<file path="config.mk">
export PLATFORM = sky130hd
export DESIGN_NAME = disp_scan_chain
export DESIGN_NICKNAME = d
export VERILOG_FILES = /design/src/rtl/disp_scan_chain.sv
export SDC_FILE = /design/constraint.sdc
export NUM_CORES = 1
export LEC_CHECK = 0
export BUFFER_PORTS_ARGS = -buffer_cell sky130_fd_sc_hd__buf_4
export CAP_MARGIN = 10
export CORE_MARGIN = 2
export CORE_UTILIZATION = 60
export CTS_BUF_LIST = sky130_fd_sc_hd__clkbuf_8 sky130_fd_sc_hd__clkbuf_16
export CTS_CLUSTER_SIZE = 25
export DETAILED_ROUTE_END_ITERATION = 12
export GPL_ROUTABILITY_DRIVEN = 0
export GPL_TIMING_DRIVEN = 1
export PLACE_DENSITY = 0.85
export SYNTH_ARGS = -nofsm -noshare
export SYNTH_HDL_FRONTEND = slang
export SYNTH_SLANG_ARGS = --single-unit
</file>
<file path="constraint.sdc">
create_clock -name clk -period 4.2 [get_ports clk]
set_input_delay 0.84 -clock clk [delete_from_list [all_inputs] [get_ports clk]]
set_output_delay 0.84 -clock clk [all_outputs]
set_load 0.005 [all_outputs]
</file>
<file path="src/rtl/disp_scan_chain.sv">
module disp_scan_chain #(
  parameter int SLOT_CLKS  = 1024,
  parameter int BRIGHT_W   = 8,
  parameter int ON_SHIFT   = 2,
  parameter int SCK_LOG    = 2,
  parameter int DEB_PASSES = 4
) (
  input  logic                clk,
  input  logic                rst_n,
  input  logic [31:0]         seg_pattern,
  input  logic [BRIGHT_W-1:0] brightness,
  input  logic                chain_in,
  output logic                chain_data,
  output logic                chain_clk,
  output logic                chain_latch,
  output logic                seg_enable,
  output logic [2:0]          buttons
);
  localparam int NDIG      = 4;
  localparam int NBTN      = 3;
  localparam int NSTEP     = NDIG + NBTN;
  localparam int FW        = 16;
  localparam int CW        = $clog2(SLOT_CLKS);
  localparam int SW        = $clog2(NSTEP);
  localparam int DW        = $clog2(DEB_PASSES);
  localparam int SHIFT_LEN = FW << SCK_LOG;

  logic [CW-1:0] cnt, idx;
  logic [SW-1:0] step, step_nx;
  logic [FW-1:0] frm;
  logic [7:0]    nseg, ndig;
  logic [3:0]    bnum;
  logic [CW:0]   on_lim;
  logic [1:0]    sync, bsel;
  logic          primed, in_win, sample_now, rd_pressed;
  logic [DW-1:0] dcnt [NBTN];

  assign step_nx    = (step == SW'(NSTEP - 1)) ? '0 : step + 1'b1;
  assign nseg       = (step_nx < SW'(NDIG)) ? seg_pattern[{step_nx[1:0], 3'b000} +: 8] : 8'h00;
  assign ndig       = 8'd1 << step_nx;
  assign idx        = cnt - 1'b1;
  assign in_win     = (cnt != '0) && (cnt <= CW'(SHIFT_LEN));
  assign bnum       = idx[SCK_LOG +: 4];
  assign on_lim     = (CW+1)'(brightness) << ON_SHIFT;
  assign bsel       = 2'(step - SW'(NDIG));
  assign sample_now = primed && (step >= SW'(NDIG)) && (cnt == CW'(SLOT_CLKS - 3));
  assign rd_pressed = ~sync[1];

  always_ff @(posedge clk or negedge rst_n) begin
    if (!rst_n) begin
      cnt         <= '0;
      step        <= SW'(NSTEP - 1);
      frm         <= '0;
      primed      <= 1'b0;
      chain_data  <= 1'b0;
      chain_clk   <= 1'b0;
      chain_latch <= 1'b0;
      seg_enable  <= 1'b0;
      sync        <= 2'b11;
    end else begin
      cnt <= (cnt == CW'(SLOT_CLKS - 1)) ? '0 : cnt + 1'b1;
      if (cnt == CW'(SLOT_CLKS - 1)) step <= step_nx;
      if (cnt == '0) frm <= {nseg, ndig};
      chain_data  <= in_win & frm[4'd15 - bnum];
      chain_clk   <= in_win & idx[SCK_LOG-1];
      chain_latch <= (cnt == CW'(SLOT_CLKS - 2));
      if (cnt == CW'(SLOT_CLKS - 2)) primed <= 1'b1;
      seg_enable  <= primed && (step < SW'(NDIG)) && ({1'b0, cnt} < on_lim);
      sync        <= {sync[0], chain_in};
    end
  end

  always_ff @(posedge clk or negedge rst_n) begin
    if (!rst_n) begin
      buttons <= '0;
      for (int b = 0; b < NBTN; b++) dcnt[b] <= '0;
    end else begin
      for (int b = 0; b < NBTN; b++) begin
        if (sample_now && bsel == 2'(b)) begin
          if (rd_pressed == buttons[b]) begin
            dcnt[b] <= '0;
          end else if (dcnt[b] == DW'(DEB_PASSES - 1)) begin
            buttons[b] <= rd_pressed;
            dcnt[b]    <= '0;
          end else begin
            dcnt[b] <= dcnt[b] + 1'b1;
          end
        end
      end
    end
  end
endmodule

</file>
==> summary.md, run 1 <==
| Metric | Value |
|---|---|
| GRT Util Overall | `23.4%` |
| Cts repair resizes | `0` |
| Post-synth EDFFs | `0` |
| Post-route cell area | `3170 um2` |
| Worst EP required | `4.44 ns` |
| Die X | `70.8 um` |
| Total number of vias | `1885` |
| Initial Utilization | `61.9%` |
| Status | `completed` |
| CP Launch Point | `cnt[0]$_DFF_PN0_` |
| CTS tree | `built` |
| Synth Cell Area | `2680 um2` |
| Row cnt | `24` |
| Main combinational cell family by area after synthesis | `multiplexers` |
| Core box area | `4320 um2` |
| Dpl cell area | `3030 um2` |
| Synth Flop Type | `dfrtp_1` |
| Pins over their slew limit | `0` |
| Clock Latency Late Sink | `0.30 ns` |
| Post-Synth Adder-Cell Area | `6.54%` |
| Area Growth Syn to Fin | `18.5%` |
| Crit path time final | `2.37 ns` |
| CTS Buf Count | `5` |
| Drt first pass iters | `4` |
| Sequential fraction of the synthesis area | `42.2%` |
| Yosys warns | `0` |
| Crit path kind | `flip-flop to flip-flop` |
| Mux cell area share after synthesis | `17.9%` |
| DRC viols | `0` |
| CP max FO | `24` |
| Internal Power | `719 uW` |
| Setup violators final | `0` |
| Yosys cell types | `39` |
| Sw power | `182 uW` |
| Clock Skew | `0.00858 ns` |
| Syn Nets | `291` |
| Final Hold Viols | `0` |
| Clock sinks | `45` |
| Die Y | `70.8 um` |
| Kind of start point of the critical path | `flip-flop` |
| #FFs+latches synth | `45` |
| Cells after synthesis | `234` |
| Share of cells above drive strength 1 | `37.5%` |
| Synth Area in Compound Gates | `9.72%` |
| Post-DP HPWL | `4040 um` |
| Arrival time worst endpoint | `2.61 ns` |
| HP Start | `sync[0]$_DFF_PN1_` |
| Reg2Reg Launch Point | `cnt[0]$_DFF_PN0_` |
| ANT nets after route | `0` |
| Via density per instance | `5.73` |
| Sw Ratio | `20.2%` |
| Tightest hold margin | `0.361 ns` |
| Clock transition at path regs | `0.09 ns` |
| Final TNS setup | `0 ns` |
| IO Pins | `50` |
| RSZ-0062 raised after global routing | `no` |
| Clk Tree Root Cell | `clkbuf_8` |
| Final Util | `73.4%` |
| Routed wire length | `5470 um` |
| Synth Area per Inst | `11.4 um2` |
| Xor/xnor cell area share of the yosys netlist | `5.14%` |
| Worst slew pin tran | `0.883 ns` |
| Max-cap viol count | `0` |
| Clock Power Share | `43.8%` |
| Final Cycle Share | `56.4%` |
| Initial DRC count | `93` |
| WL/cell | `16.6 um` |
| F_max | `422 MHz` |
| Antenna Cells | `0` |
| First-pass GRT wire length | `9110 um` |
| Kind of end point of the critical path | `flip-flop` |
| Fill count | `300` |
| Vias in the first global route | `1902` |
| Sequential Power Share | `49.1%` |
| Gr ovfl total | `0` |
| H-Tree Depth | `2` |
| Post-synthesis simple-gate area fraction | `12.9%` |
| CTS max path bufs | `2` |
| NumNets Final | `333` |
| Die ar. | `5010 um2` |
| Synth async-reset ratio | `100%` |
| Slew margin rel. | `41.1%` |
| VDD IR max | `229 uV` |
| PortBufs | `49` |
| Logic pwr share | `7.1%` |
| Hold buffers post-CTS | `0` |
| Pwr per Cell Area | `284 nW/um2` |
| Largest net degree at the start of global routing | `46` |
| R2r setup slk | `1.83 ns` |
| Post-CTS setup buffer count | `0` |
| Initial antenna violation count | `0` |
| Lkg Pwr | `1.49 nW` |
| Min-Delay Path Class | `flip-flop to flip-flop` |
-- synthesized netlist by cell type, types with 3 or more instances --
library cell,number,area share (%)
a21oi_1,3,0.56
a22o_1,8,2.6
buf_2,6,1.1
clkbuf_1,5,0.70
dfrtp_1,41,38
dfstp_2,4,3.9
ha_1,14,6.5
inv_1,19,2.7
mux2_2,15,6.3
mux2i_1,4,1.5
mux4_2,12,10
nand2_1,21,2.9
nand3_1,7,1.3
nand4_1,3,0.70
nor2_1,13,1.8
nor3_1,4,0.75
nor3_2,5,1.9
o21ai_0,8,1.5
o31ai_1,4,1.1
o41ai_2,3,1.8
xor2_1,10,3.3
-- cells by family (layout without fill, tap and decap cells) --
logic type      count (synthesis)  count (layout)
compound gates                 33              33
fa+ha+maj                      14              14
flops                          45              45
buf+inv                        33              76
xor+xnor                       14              14
mux                            31              31
simple gates                   64              64
-- layer usage --
metal	vias to the layer above	part of all wire (%)	global-route usage, %
li1	909	-	-
met1	920	43	30.4
met2	47	53	40.5
met3	9	3.1	4.56
met4	0	1.2	6.08
met5	-	0	0
-- critical path: stages, from the launching register on --
cell     delay, ns
dfrtp_1       0.46
inv_1         0.15
ha_1          0.23
nand3_1       0.11
or4_1         0.83
nor2_4        0.35
a22o_1        0.17
-- registers in the layout, indices dropped and copies added (netlist names), 2 cells and up --
register / count
step: 3
buttons: 3
cnt: 10
sync: 2
dcnt: 6
frm: 16
-- power by group through the flow --
| stage | clock [mW] | sequential, mW | combinational [mW] |
|---|---|---|---|
| floorplan | 0 | 0.449 | 0.0227 |
| global placement | 0 | 0.450 | 0.0613 |
| detailed placement | 0 | 0.451 | 0.0645 |
| CTS | 0.401 | 0.442 | 0.0649 |
| global route | 0.419 | 0.443 | 0.0704 |
| finish | 0.395 | 0.443 | 0.0640 |
-- placed cells by master (no fill, tap or decap), types with 3 or more instances in the layout --
master	synthesis	layout
a21oi_1	3	3
a22o_1	8	8
buf_4	0	49
clkbuf_8	0	5
dfrtp_1	41	41
dfstp_2	4	4
ha_1	14	14
inv_1	19	19
mux2_2	15	15
mux2i_1	4	4
mux4_2	12	12
nand2_1	21	21
nand3_1	7	7
nand4_1	3	3
nor2_1	13	13
nor3_1	4	4
nor3_2	5	5
o21ai_0	8	8
o31ai_1	4	4
o41ai_2	3	3
xor2_1	10	10
-- stage by stage --
stage | instances | power [mW] | worst slack [ns]
floorplan | 234 | 0.471 | 2.04
global placement | 321 | 0.512 | 1.96
detailed placement | 321 | 0.515 | 1.87
CTS | 329 | 0.909 | 1.84
global route | 329 | 0.933 | 1.66
finish | 329 | 0.901 | 1.83
-- area by class of cell --
| type | count | area, um2 | area share, % |
|---|---|---|---|
| clock buffers | 5 | 68.8 | 2.17 |
| clock inverters | 3 | 68.8 | 2.17 |
| inverters | 19 | 71.3 | 2.25 |
| multi-input cells | 156 | 1400 | 44.1 |
| flip-flops and latches | 45 | 1130 | 35.7 |
| well taps | 52 | 65.1 | 2.05 |
| repair buffers | 49 | 368 | 11.6 |
-- final timing paths --
kind | to | cells past startpoint
worst min-delay path | sync[1]$_DFF_PN1_ | 0
max in group asynchronous | step[2]$_DFFE_PN1N_ | 1
worst max-delay path | frm[10]$_DFFE_PN0N_ | 6
worst min register to register | sync[1]$_DFF_PN1_ | 0
worst max register to register | frm[10]$_DFFE_PN0N_ | 6
min in group asynchronous | frm[9]$_DFFE_PN0N_ | 1
Power figures use the tool's default switching activity.
==> inputs of run 2 (changes only) <==
--- a/config.mk
+++ b/config.mk
@@ -8,13 +8,13 @@
 export BUFFER_PORTS_ARGS = -buffer_cell sky130_fd_sc_hd__buf_4
 export CAP_MARGIN = 10
 export CORE_MARGIN = 2
-export CORE_UTILIZATION = 60
+export CORE_UTILIZATION = 56
 export CTS_BUF_LIST = sky130_fd_sc_hd__clkbuf_8 sky130_fd_sc_hd__clkbuf_16
 export CTS_CLUSTER_SIZE = 25
 export DETAILED_ROUTE_END_ITERATION = 12
 export GPL_ROUTABILITY_DRIVEN = 0
 export GPL_TIMING_DRIVEN = 1
-export PLACE_DENSITY = 0.85
+export PLACE_DENSITY = 0.8
 export SYNTH_ARGS = -nofsm -noshare
 export SYNTH_HDL_FRONTEND = slang
 export SYNTH_SLANG_ARGS = --single-unit
==> constraint.sdc (replaced) <==
create_clock -name clk -period 2.2 [get_ports clk]
set_input_delay 0.44 -clock clk [delete_from_list [all_inputs] [get_ports clk]]
set_output_delay 0.44 -clock clk [all_outputs]
set_load 0.005 [all_outputs]
==> run 2 against run 1 <==
  * Via count increased by 4.0%
  * Clock power increased by 30%
  * Setup slack got worse by 1.7 ns
  * Largest power group unchanged
==> summary.md, run 2 (synthesis results as in run 1) <==
| Metric | Value |
|---|---|
| Die ar. | `5350 um2` |
| Max reg flops | `16` |
| Die Y | `73.1 um` |
| Total power | `1.48 mW` |
| PortBufs | `49` |
| Share of cells above drive strength 1 | `41.7%` |
| Clock Latency Late Sink | `0.31 ns` |
| Vias in the first global route | `1944` |
| IO Pins | `50` |
| Crit path kind | `flip-flop to flip-flop` |
| VDD IR max | `515 uV` |
| Antenna Cells | `0` |
| Final TNS setup | `0 ns` |
| CTS Buf Count | `5` |
| Commonest non-fill, non-tap cell in the layout | `buf_4` |
| Die X | `73.1 um` |
| # placed instances | `339` |
| Initial Utilization | `57.4%` |
| Arrival time worst endpoint | `2.21 ns` |
| CP max FO | `6` |
| Clk Tree Root Cell | `clkbuf_8` |
| GRT Util Overall | `22.1%` |
| ANT nets after route | `0` |
| Routed wire length | `5470 um` |
| Min-Delay Path Class | `input port to async pin` |
| RSZ-0062 raised after global routing | `no` |
| Commonest cells after routing, fill and taps aside | `67 x buf_4, 40 x dfrtp_1, 21 x nand2_1` |
| CTS tree | `built` |
| Initial DRC count | `192` |
| Critical path cell sequence | `buf_4 > nor3_2 > xnor2_2 > mux4_2 > mux2i_1 > a211oi_1` |
| Largest net degree at the start of global routing | `46` |
| Area Growth Syn to Fin | `21.9%` |
| Final cell count without fillers | `349` |
| DRC viols | `0` |
| Clock sinks | `45` |
| Kind of start point of the critical path | `flip-flop` |
| Lkg Pwr | `1.56 nW` |
| Core box area | `4660 um2` |
| Initial antenna violation count | `0` |
| Hold buffers post-CTS | `0` |
| WL/cell | `15.7 um` |
| Drt first pass iters | `4` |
| Crit path time final | `2.03 ns` |
| Kind of end point of the critical path | `flip-flop` |
| R2r setup slk | `0.17 ns` |
| Buf/Inv on CP | `1` |
| First-pass GRT wire length | `8980 um` |
| Clock transition at path regs | `0.09 ns` |
| F_max | `492 MHz` |
| Max-cap viol count | `0` |
| CTS max path bufs | `2` |
| Largest reg by FF count | `frm` |
| Clock Skew | `0.0102 ns` |
| Final Hold Viols | `0` |
| Worst slew pin tran | `0.743 ns` |
| Total number of vias | `1960` |
| Final Cycle Share | `92.4%` |
| Worst EP required | `2.38 ns` |
| CP max stage delay | `0.55 ns` |
| Fill count | `349` |
| CP max-delay cell | `mux4_2` |
| Via density per instance | `5.62` |
| H-Tree Depth | `2` |
| Pins over their slew limit | `0` |
| Largest registers | `frm (16), cnt (10), dcnt (6)` |
| Pwr per Cell Area | `453 nW/um2` |
| Post-DP HPWL | `4180 um` |
| Gr ovfl total | `0` |
| Status | `completed` |
| Slew margin rel. | `50.5%` |
| NumNets Final | `351` |
| Largest delay share family, worst path | `multiplexers` |
| Row cnt | `25` |
| Setup violators final | `0` |
run 2: cell count changes in the layout (fill, tap and decap cells not counted), sizes merged:
cell / before / now
buf: 49 / 67
clkinvlp: 0 / 1
bufinv: 2 / 0
clkinv: 0 / 1
run 2: final cells by class:
class | count | area (um2) | share of cell area (%)
multi-input combinational | 156 | 1400 | 42.9
sequential | 45 | 1130 | 34.7
timing repair buffer | 67 | 503 | 15.4
inverter | 19 | 71.3 | 2.19
clock buffer | 5 | 68.8 | 2.11
tap | 54 | 67.6 | 2.07
clock inverter | 3 | 21.3 | 0.652
run 2: stage by stage:
| stage | util, % | cell area [um2] | hold WS [ns] | setup slack [ns] |
|---|---|---|---|---|
| 2_1_floorplan | - | 2680 | 0.144 | 0.0423 |
| 3_3_place_gp | 67.7 | 3160 | 0.348 | 0.185 |
| 3_5_place_dp | 67.7 | 3160 | 0.348 | 0.133 |
| 4_1_cts | 69.7 | 3250 | 0.139 | 0.107 |
| 5_1_grt | 70.0 | 3260 | 0.172 | 0.0384 |
| 6_report | 70.0 | 3260 | 0.118 | 0.167 |
run 2: metal layers:
metal | share of wire, % | wire length, um | GRT usage [%] | up-vias
met5 | 0 | 0 | 0 | -
met4 | 1.4 | 75 | 8.85 | 0
met3 | 3.4 | 184 | 3.59 | 8
met2 | 51 | 2770 | 35.6 | 31
met1 | 45 | 2430 | 29.9 | 972
li1 | - | - | - | 949
run 2: worst paths after layout:
| path | start | to | cells after the start |
|---|---|---|---|
| worst max-delay path | cnt[2]$_DFF_PN0_ | chain_data$_DFF_PN0_ | 6 |
| worst min-delay path | rst_n | dcnt[1]$_DFFE_PN0P_ | 1 |
| worst max register to register | cnt[2]$_DFF_PN0_ | chain_data$_DFF_PN0_ | 6 |
| worst min register to register | sync[0]$_DFF_PN1_ | sync[1]$_DFF_PN1_ | 0 |
| max in group asynchronous | rst_n | cnt[3]$_DFF_PN0_ | 1 |
| min in group clk | chain_in | sync[0]$_DFF_PN1_ | 1 |
run 2: power by group:
| part | internal (mW) | switching, mW | leakage [nW] |
|---|---|---|---|
| sequential | 0.837 | 0.00690 | 0.570 |
| combinational | 0.0777 | 0.0415 | 0.942 |
| clock | 0.225 | 0.290 | 0.0445 |
| total | 1.14 | 0.339 | 1.56 |
run 2: timing repair:
| action | 4_1_cts | 5_1_grt |
|---|---|---|
| gates resized for setup | 0 | 1 |
| endpoints found under the setup margin | 0 | 4 |
| hold endpoints to repair | 0 | 0 |
| buffers inserted | 0 | 2 |
